==> src/rtl/ucode_sequencer.sv <==
module ucode_sequencer #(
  parameter int DW    = 32,
  parameter int PC_W  = 32,
  parameter int UPC_W = 5
) (
  input  logic            clk,
  input  logic            rst_n,
  input  logic [7:0]      mem_data,
  input  logic [DW-1:0]   mar_val,
  input  logic [DW-1:0]   mdr_val,
  input  logic [DW-1:0]   sp_val,
  input  logic            dp_ovf,
  output logic [PC_W-1:0] pc,
  output logic [7:0]      opcode,
  output logic            fetch_rd,
  output logic            dp_go,
  output logic [4:0]      dp_op,
  output logic            halted
);
  localparam int ROM_W = 8 << UPC_W;
  localparam logic [2:0] K_END = 3'd0, K_DP = 3'd1, K_TST = 3'd2, K_BR = 3'd3,
                         K_INC = 3'd4, K_LD = 3'd5, K_CLR = 3'd6, K_HLT = 3'd7;

  typedef enum logic [1:0] {PH_RD, PH_INC, PH_DSP, PH_EX} phase_t;

  phase_t           ph;
  logic [UPC_W-1:0] upc, adv;
  logic [ROM_W-1:0] body;
  logic [7:0]       uw;
  logic [2:0]       kind;
  logic [4:0]       arg;
  logic             hit, pc_ovf;
  logic [PC_W-1:0]  pc_sum;

  // routine bodies, listed last step first (step 0 in the low byte)
  always_comb begin
    case (opcode)
      8'hFC:   body = ROM_W'({8'h00, 8'hE0});
      8'hA7:   body = ROM_W'({8'h00, 8'hA0, 8'hC0, 8'h22, 8'h21});
      8'h57:   body = ROM_W'({8'h00, 8'h26, 8'h25, 8'h43, 8'h24});
      8'h99:   body = ROM_W'({8'h00, 8'h26, 8'h25, 8'h43, 8'hA0, 8'h22, 8'h21,
                              8'h60, 8'h82, 8'h42, 8'h24, 8'h23});
      8'h9B:   body = ROM_W'({8'h00, 8'h26, 8'h25, 8'h43, 8'hA0, 8'h22, 8'h21,
                              8'h60, 8'h82, 8'h41, 8'h24, 8'h23});
      8'h9F:   body = ROM_W'({8'h00, 8'h26, 8'h25, 8'h43, 8'hA0, 8'h22, 8'h21,
                              8'h60, 8'h82, 8'h42, 8'h28, 8'h24, 8'h25, 8'h24, 8'h27});
      8'h60:   body = ROM_W'({8'h00, 8'h2A, 8'h26, 8'h29, 8'h25, 8'h24, 8'h27});
      8'h64:   body = ROM_W'({8'h00, 8'h2A, 8'h26, 8'h28, 8'h25, 8'h24, 8'h27});
      8'h84:   body = ROM_W'({8'h00, 8'h26, 8'h40, 8'h36, 8'h82, 8'h35, 8'h29,
                              8'h34, 8'h33, 8'h32, 8'h31, 8'h30, 8'h2F, 8'h29,
                              8'h2E, 8'h2D, 8'h2C, 8'h2B, 8'h22, 8'h21});
      default: body = '0;
    endcase
  end

  assign uw   = body[{upc, 3'b000} +: 8];
  assign kind = uw[7:5];
  assign arg  = uw[4:0];

  always_comb begin
    case (arg[1:0])
      2'd0:    hit = (mar_val != '0);
      2'd1:    hit = ($signed(mdr_val) < $signed({DW{1'b0}}));
      2'd2:    hit = (mdr_val == '0);
      default: hit = ($signed(sp_val) < $signed({DW{1'b0}}));
    endcase
    if (!hit)                adv = UPC_W'(1);
    else if (arg[1:0] == 2'd0) adv = UPC_W'(2);
    else                     adv = UPC_W'(3);
  end

  assign pc_sum = pc + ((ph == PH_INC) ? PC_W'(1) : PC_W'(arg));
  assign pc_ovf = !pc[PC_W-1] && pc_sum[PC_W-1];

  always_ff @(posedge clk or negedge rst_n) begin
    if (!rst_n) begin
      ph     <= PH_RD;
      upc    <= '0;
      opcode <= '0;
      halted <= 1'b0;
      pc     <= '0;
    end else if (!halted) begin
      case (ph)
        PH_RD:  begin opcode <= mem_data; ph <= PH_INC; end
        PH_INC: begin pc <= pc_sum; halted <= pc_ovf; ph <= PH_DSP; end
        PH_DSP: begin upc <= '0; ph <= PH_EX; end
        default: begin
          case (kind)
            K_END: ph <= PH_RD;
            K_DP:  begin upc <= upc + 1'b1; halted <= dp_ovf; end
            K_TST: upc <= upc + adv;
            K_BR:  upc <= upc + UPC_W'(4);
            K_INC: begin pc <= pc_sum; halted <= pc_ovf; upc <= upc + 1'b1; end
            K_LD:  begin pc <= PC_W'(mdr_val[DW-1:DW/2]); upc <= upc + 1'b1; end
            K_CLR: begin pc <= '0; upc <= upc + 1'b1; end
            default: begin halted <= 1'b1; upc <= upc + 1'b1; end
          endcase
        end
      endcase
    end
  end

  assign fetch_rd = !halted && (ph == PH_RD);
  assign dp_go    = !halted && (ph == PH_EX) && (kind == K_DP);
  assign dp_op    = dp_go ? arg : 5'd0;

  AST_HALT_QUIET: assert property (@(posedge clk) disable iff (!rst_n) halted |-> !fetch_rd && !dp_go);
  AST_HALT_STICKY: assert property (@(posedge clk) disable iff (!rst_n) halted |=> halted && $stable(pc) && $stable(opcode));
  AST_FETCH_STEP: assert property (@(posedge clk) disable iff (!rst_n) fetch_rd |=> ##1 (pc == $past(pc, 2) + 1'b1));
  AST_ONE_STROBE: assert property (@(posedge clk) disable iff (!rst_n) !(fetch_rd && dp_go));
  AST_OVF_HALT: assert property (@(posedge clk) disable iff (!rst_n) dp_go && dp_ovf |=> halted);
  AST_OP_IDLE: assert property (@(posedge clk) disable iff (!rst_n) !dp_go |-> dp_op == 5'd0);
endmodule

==> config.mk <==
export PLATFORM = sky130hd
export DESIGN_NAME = ucode_sequencer
export DESIGN_NICKNAME = d
export VERILOG_FILES = /design/src/rtl/ucode_sequencer.sv
export SDC_FILE = /design/constraint.sdc
export NUM_CORES = 1
export LEC_CHECK = 0
export BUFFER_PORTS_ARGS = -buffer_cell sky130_fd_sc_hd__buf_2
export CAP_MARGIN = 5
export CORE_ASPECT_RATIO = 1.25
export CORE_MARGIN = 3
export CORE_UTILIZATION = 52
export DETAILED_ROUTE_END_ITERATION = 16
export GPL_ROUTABILITY_DRIVEN = 0
export GPL_TIMING_DRIVEN = 0
export PLACE_DENSITY_LB_ADDON = 0.2
export SYNTH_ARGS = -nofsm -noshare
export SYNTH_HDL_FRONTEND = slang
export SYNTH_SLANG_ARGS = --single-unit
==> constraint.sdc <==
create_clock -name clk -period 5.2 [get_ports clk]
set_input_delay 1.56 -clock clk [delete_from_list [all_inputs] [get_ports clk]]
set_output_delay 1.56 -clock clk [all_outputs]
set_load 0.01 [all_outputs]
==> flow_summary.toml, run 1 <==
[synthesis]
synth_cells = 586
synth_warnings = 0
ys_types = 81
ys_seq_area_share_pct = 25.7
synth_flop_cell = "dfrtp_1"
synth_edf_count = 0
syn_area_sq_mm = 0.00467
yosysTopAreaCellShare_pct = 25.7
syn_nets = 709
avgSynthCellArea_sq_um = 7.97
netlist.top_cell.by_area = "dfrtp_1"
ys_ff_latch = 48
synthArstFlopShare_pct = 100
synth_area_leaders = "dfrtp_1, nand2_1, a21oi_1"
synthMostInstantiatedCell = "nand2_1"
yosys-top-cells-count = "nand2_1, dfrtp_1, a21oi_1, nor2_1"

[timing]
fmax_mhz = 199
rsz0062_at_grt = "yes"
setup_violations = 0
final_max_slew_viol_count = 0
maxSlewHeadroom_pct = 23.2
tightest_slew_ps = 1150
fin_skew_ps = 12.9
fin_crit_sh_pct = 96.5
final.min_clock_period_ps = 5020
setup_tns_ps = 0
hold_viol = 0

[setup_path]
critPathMaxFanout = 8
criticalPathCategory = "reg -> out"
reg2reg_to = "pc[18]$_DFFE_PN0P_"
crit_required_ps = 3640
start_kind = "flop"
crit_arrival_ps = 3460
reg2reg_from = "opcode[1]$_DFFE_PN0P_"
endpoint_kind = "output port"
rr_worst_depth = 18
rrSetupSlack_ps = 210

[finish]
area_growth_pct = 20.6
n_antenna_cell = 0
final_area_sq_mm = 0.00563
nNetsFinal = 842
layout.cells.non_filler = 839
layout-drive-gt1-share_pct = 25.9
fill_cells = 805

[worst_hold_path]
hold-path-cell-count = 2
whs_endpoint = "pc[31]$_DFFE_PN0P_"
min_from = "pc[31]$_DFFE_PN0P_"
hp-class = "reg -> reg"

[floorplanning]
fp.dieW_um = 90.8
rows = 38
ios = 155
die_y_um = 112
fp.dieArea_sq_mm = 0.0102
initial_core_util_pct = 53.7
core-area_sq_mm = 0.00870

[route]
drt_pass1_iterations = 6
wl_per_cell_um = 18.8
vias = 5551
vias_per_cell = 6.62
wirelength_um = 15800
ant_nets = 0
drc = 0
drt_iter0_drc = 602

[global_routing]
gr-total-overflow = 0
antenna_found_initial = 0
grt_pass1_wl_um = 25500
grt_max_degree = 49
track_usage_pct = 30.2
grt_pass1_vias = 5268

[flow_run]
cap_viol_max_count = 0

[clocking]
clock-root-buffer = "clkbuf_8"
cts_tree = "built"
path_clk_slew_ps = 90
clockBufferDepth = 2
worstSkewPairLatency_ps = 310
cts_buffers = 5
cts_max_level = 2
ctsHoldBuffers = 0
clkSinkCount = 48

[outcome]
status = "finished, final reports clean"

[placed_design]
hpwl_um = 12000
io_buffer_count = 123
dp_cells = 829
place_area_sq_mm = 0.00544

[power]
power.total_mw = 2.23
ir_drop_v = 0.000197
p_leak_nw = 2.35
power.density_mw_per_mm2 = 396
==> per-layer routing <==
layer	wire (um)	GRT usage [%]
met5	0	0
met2	8180	54.9
met1	5800	36.3
met4	695	10.9
met3	1110	3.92
==> critical path, cell delays in order (launching register included) <==
cell and delay (ps):
dfrtp_2 460, or4_1 490, buf_2 200, nor3_2 390, o31a_1 230, o21ai_2 80
a2111oi_4 610, nand4b_1 160, buf_4 190, inv_2 70, and2_1 130, buf_2 130
==> flip-flops by register name, indices dropped and copies added, names as in the netlist <==
signal / cells
pc: 32
opcode: 8
upc: 5
ph: 2
halted: 1
==> layout make-up <==
cell class / instances / area [sq um] / share of cell area (%)
sequential: 48 / 1200 / 21.4
buffer: 41 / 203 / 3.60
tap: 120 / 150 / 2.67
clock inverter: 1 / 8.76 / 0.155
multi-input combinational: 475 / 3260 / 57.9
timing repair buffer: 127 / 646 / 11.5
clock buffer: 6 / 82.6 / 1.47
inverter: 21 / 78.8 / 1.40
==> cell families after synthesis <==
group	count (synthesis)	share of synthesized area, %
xor gates and xnor gates	4	0.750
and+or+nand+nor	253	29.5
adders and majority gates	16	4.61
AOI/OAI and AO/OA	183	28.9
DFF	48	25.7
muxes	19	4.50
buffers and inverters	63	6.00
==> power breakdown <==
group / switching (mW) / internal, mW / total [mW]
clock: 0.135 / 0.106 / 0.241
combinational: 0.900 / 0.523 / 1.42
sequential: 0.107 / 0.457 / 0.564
total: 1.14 / 1.09 / 2.23
==> worst max path at each step <==
stage                          startpoint                  to  slack, ps  cells past startpoint
floorplan           opcode[5]$_DFFE_PN0P_  pc[20]$_DFFE_PN0P_        500                     17
global placement    opcode[5]$_DFFE_PN0P_  pc[20]$_DFFE_PN0P_       -670                     17
detailed placement  opcode[5]$_DFFE_PN0P_  pc[20]$_DFFE_PN0P_       -560                     17
CTS                 opcode[5]$_DFFE_PN0P_  pc[20]$_DFFE_PN0P_        -90                     19
global route           upc[0]$_DFFE_PN0P_  pc[18]$_DFFE_PN0P_       -130                     17
finish              opcode[1]$_DFFE_PN0P_            dp_op[1]        180                     11
==> placed cells by master, fill, tap and decap left out, drive strengths merged, types with 3 or more instances in the layout <==
master	instances
a21oi	37
a31oi	6
a211o	3
a21o	6
o22ai	3
nor4bb	4
xnor2	3
or3	9
mux2i	6
a22o	10
dfrtp	48
inv	21
o211ai	4
buf	144
nor4	28
and2	5
nor3	16
o21ai	29
nand2b	7
mux2	13
a21boi	3
ha	14
nand4b	3
a22oi	11
nor2	36
o311ai	5
o31ai	17
o221ai	13
nand2	66
or2	6
or4	16
and3	9
nand4	11
nand3	20
a2bb2oi	10
clkbuf	30
nor2b	7
a2111oi	5
==> stage by stage <==
step                      utilization, %  hold WS [ps]  setup WS [ps]
after detailed placement            62.5           499           -562
after global routing                64.7           568           -128
after floorplan                        -           527            500
after CTS                           63.8           533          -89.6
final                               64.7           531            181
after global placement              62.5           486           -670
==> what timing repair did <==
| action | 4_1_cts | 5_1_grt |
|---|---|---|
| resized for setup | 5 | 22 |
| setup buffers | 1 | 3 |
| cloned | 0 | 0 |
| pin swaps | 2 | 5 |
| setup endpoints to repair | 19 | 30 |
Note: power is estimated with default switching activity, not from simulation.
==> inputs of run 2 (changes only) <==
--- a/config.mk
+++ b/config.mk
@@ -14,6 +14,7 @@
 export GPL_ROUTABILITY_DRIVEN = 0
 export GPL_TIMING_DRIVEN = 0
 export PLACE_DENSITY_LB_ADDON = 0.2
+export RECOVER_POWER = 100
 export SYNTH_ARGS = -nofsm -noshare
 export SYNTH_HDL_FRONTEND = slang
 export SYNTH_SLANG_ARGS = --single-unit
==> flow_summary.toml, run 2 (synthesized netlist as in run 1, its figures left out) <==
[power]
power.density_mw_per_mm2 = 398
ir_drop_v = 0.000196
p_leak_nw = 2.23

[timing]
fin_skew_ps = 12.0
fmax_mhz = 197
setup_violations = 0
rsz0062_at_grt = "yes"
holdWs_ps = 534
fin_crit_sh_pct = 97.6
final_max_slew_viol_count = 49
final.min_clock_period_ps = 5070
hold_viol = 0
tightest_slew_ps = 2770
maxSlewHeadroom_pct = -84.9

[floorplanning]
initial_core_util_pct = 53.7
fp.dieW_um = 90.8
ios = 155
rows = 38
fp.dieArea_sq_mm = 0.0102
core-area_sq_mm = 0.00870
die_y_um = 112

[placed_design]
hpwl_um = 12000
io_buffer_count = 123

[setup_path]
cp_slowest_stage_delay_ps = 720
critPathMaxFanout = 10
path_cells = "clkbuf_1 -> nor4b_1 -> nand4_1 -> o221ai_1 -> o311ai_2 -> and2_0 -> nand4b_1 -> buf_4 -> inv_2 -> and2_1 -> buf_2"
cp_slowest_cell = "o311ai_2"
rrSetupSlack_ps = 200
start_kind = "flop"
crit_required_ps = 3640
endpoint_kind = "output port"
cp_top_family = "simple AND/OR/NAND/NOR gates"
criticalPathCategory = "reg -> out"
crit_arrival_ps = 3510
cp.buffers_inverters = 4

[finish]
layout-drive-gt1-share_pct = 20.4
final_common_cell = "buf_2"
multi_input_area_sq_mm = 0.00326
fill_cells = 822
largest_reg_flops = 32
area_growth_pct = 19.6
area.sequential_sq_mm = 0.00120
n_antenna_cell = 0
utilization_pct = 64.2
regMostFlops = "pc"
top_regs = "pc: 32 flops, opcode: 8 flops, upc: 5 flops"
nNetsFinal = 842
final_cell_mix = "buf_2, nand2_1, clkbuf_1"

[flow_run]
cap_viol_max_count = 1

[global_routing]
track_usage_pct = 30.2
gr-total-overflow = 0
grt_pass1_wl_um = 25500
grt_pass1_vias = 5268
antenna_found_initial = 0
grt_max_degree = 49

[route]
wl_per_cell_um = 18.9
vias = 5550
vias_per_cell = 6.62
drt_pass1_iterations = 5
drt_iter0_drc = 541
wirelength_um = 15900
ant_nets = 0
drc = 0

[clocking]
cts_buffers = 5
clockBufferDepth = 2
worstSkewPairLatency_ps = 320
cts_max_level = 2
clock-root-buffer = "clkbuf_8"
cts_tree = "built"
clkSinkCount = 48
ctsHoldBuffers = 0
path_clk_slew_ps = 90

[worst_hold_path]
hp-class = "reg -> reg"

[outcome]
status = "finished with violations"
violations = "capacitance limit, slew limit"
run 2: changes by cell type in the layout (fill, tap and decap cells not counted):
cell | previous run | this run
and2_0 | 0 | 1
buf_2 | 132 | 93
and2_1 | 5 | 4
clkbuf_1 | 21 | 60
run 2: metal layers:
| layer | global-route usage (%) | vias up | part of all wire [%] | wire, um |
|---|---|---|---|---|
| met5 | 0 | - | 0 | 0 |
| met4 | 10.9 | 0 | 4.3 | 685 |
| met3 | 3.92 | 79 | 6.8 | 1080 |
| met2 | 54.9 | 320 | 52 | 8240 |
| met1 | 36.3 | 2611 | 37 | 5890 |
| li1 | - | 2540 | - | - |
run 2: final timing paths:
path | depth (start not counted) | start | end
worst max-delay path | 11 | upc[2]$_DFFE_PN0P_ | dp_op[1]
worst min-delay path | 2 | pc[31]$_DFFE_PN0P_ | pc[31]$_DFFE_PN0P_
worst max register to register | 17 | upc[0]$_DFFE_PN0P_ | pc[18]$_DFFE_PN0P_
worst min register to register | 2 | pc[31]$_DFFE_PN0P_ | pc[31]$_DFFE_PN0P_
max in group asynchronous | 1 | rst_n | opcode[5]$_DFFE_PN0P_
min in group asynchronous | 1 | rst_n | pc[2]$_DFFE_PN0P_
run 2: final cells by class:
class / instances / share of cell area, %
well taps: 120 / 2.69
clock buffers: 6 / 1.48
inverters: 21 / 1.41
flip-flops and latches: 48 / 21.6
plain buffers: 41 / 3.63
repair buffers: 127 / 10.7
multi-input cells: 475 / 58.4
clock inverters: 1 / 0.157
run 2: stage by stage:
| stage | instance area, sq um | power (mW) | worst slack, ps | setup TNS (ps) | cells |
|---|---|---|---|---|---|
| detailed placement | 5440 | 1.91 | -562 | -5130 | 829 |
| global route | 5580 | 2.37 | -128 | -432 | 839 |
| floorplan | 4670 | 1.52 | 500 | 0 | 586 |
| finish | 5580 | 2.22 | 125 | 0 | 839 |
| global placement | 5440 | 1.88 | -670 | -5960 | 829 |
| CTS | 5560 | 2.17 | -89.6 | -89.6 | 837 |
run 2: timing repair:
action	4_1_cts	5_1_grt
pin swaps	2	5
gates cloned	0	0
resized for setup	5	22
buffers inserted	1	3
endpoints found under the setup margin	19	30
run 2: where the power goes:
part	switching (mW)	leakage, nW	internal [mW]
clock	0.135	0.0473	0.106
combinational	0.904	1.63	0.511
sequential	0.109	0.558	0.458
run 2: worst reg2reg max path, stage by stage (launching register included):
cell       delay (ps)
dfrtp_1           490
clkbuf_1          400
buf_1             410
clkbuf_1          390
o21ai_0           160
o311ai_1          370
o2111ai_2         260
nand2_1           130
ha_1              160
inv_1              50
fa_1              400
nor2b_1           140
o21ai_1           140
a2111oi_4         460
nand2_2           130
buf_4             180
or4_1             470
a21oi_1           170
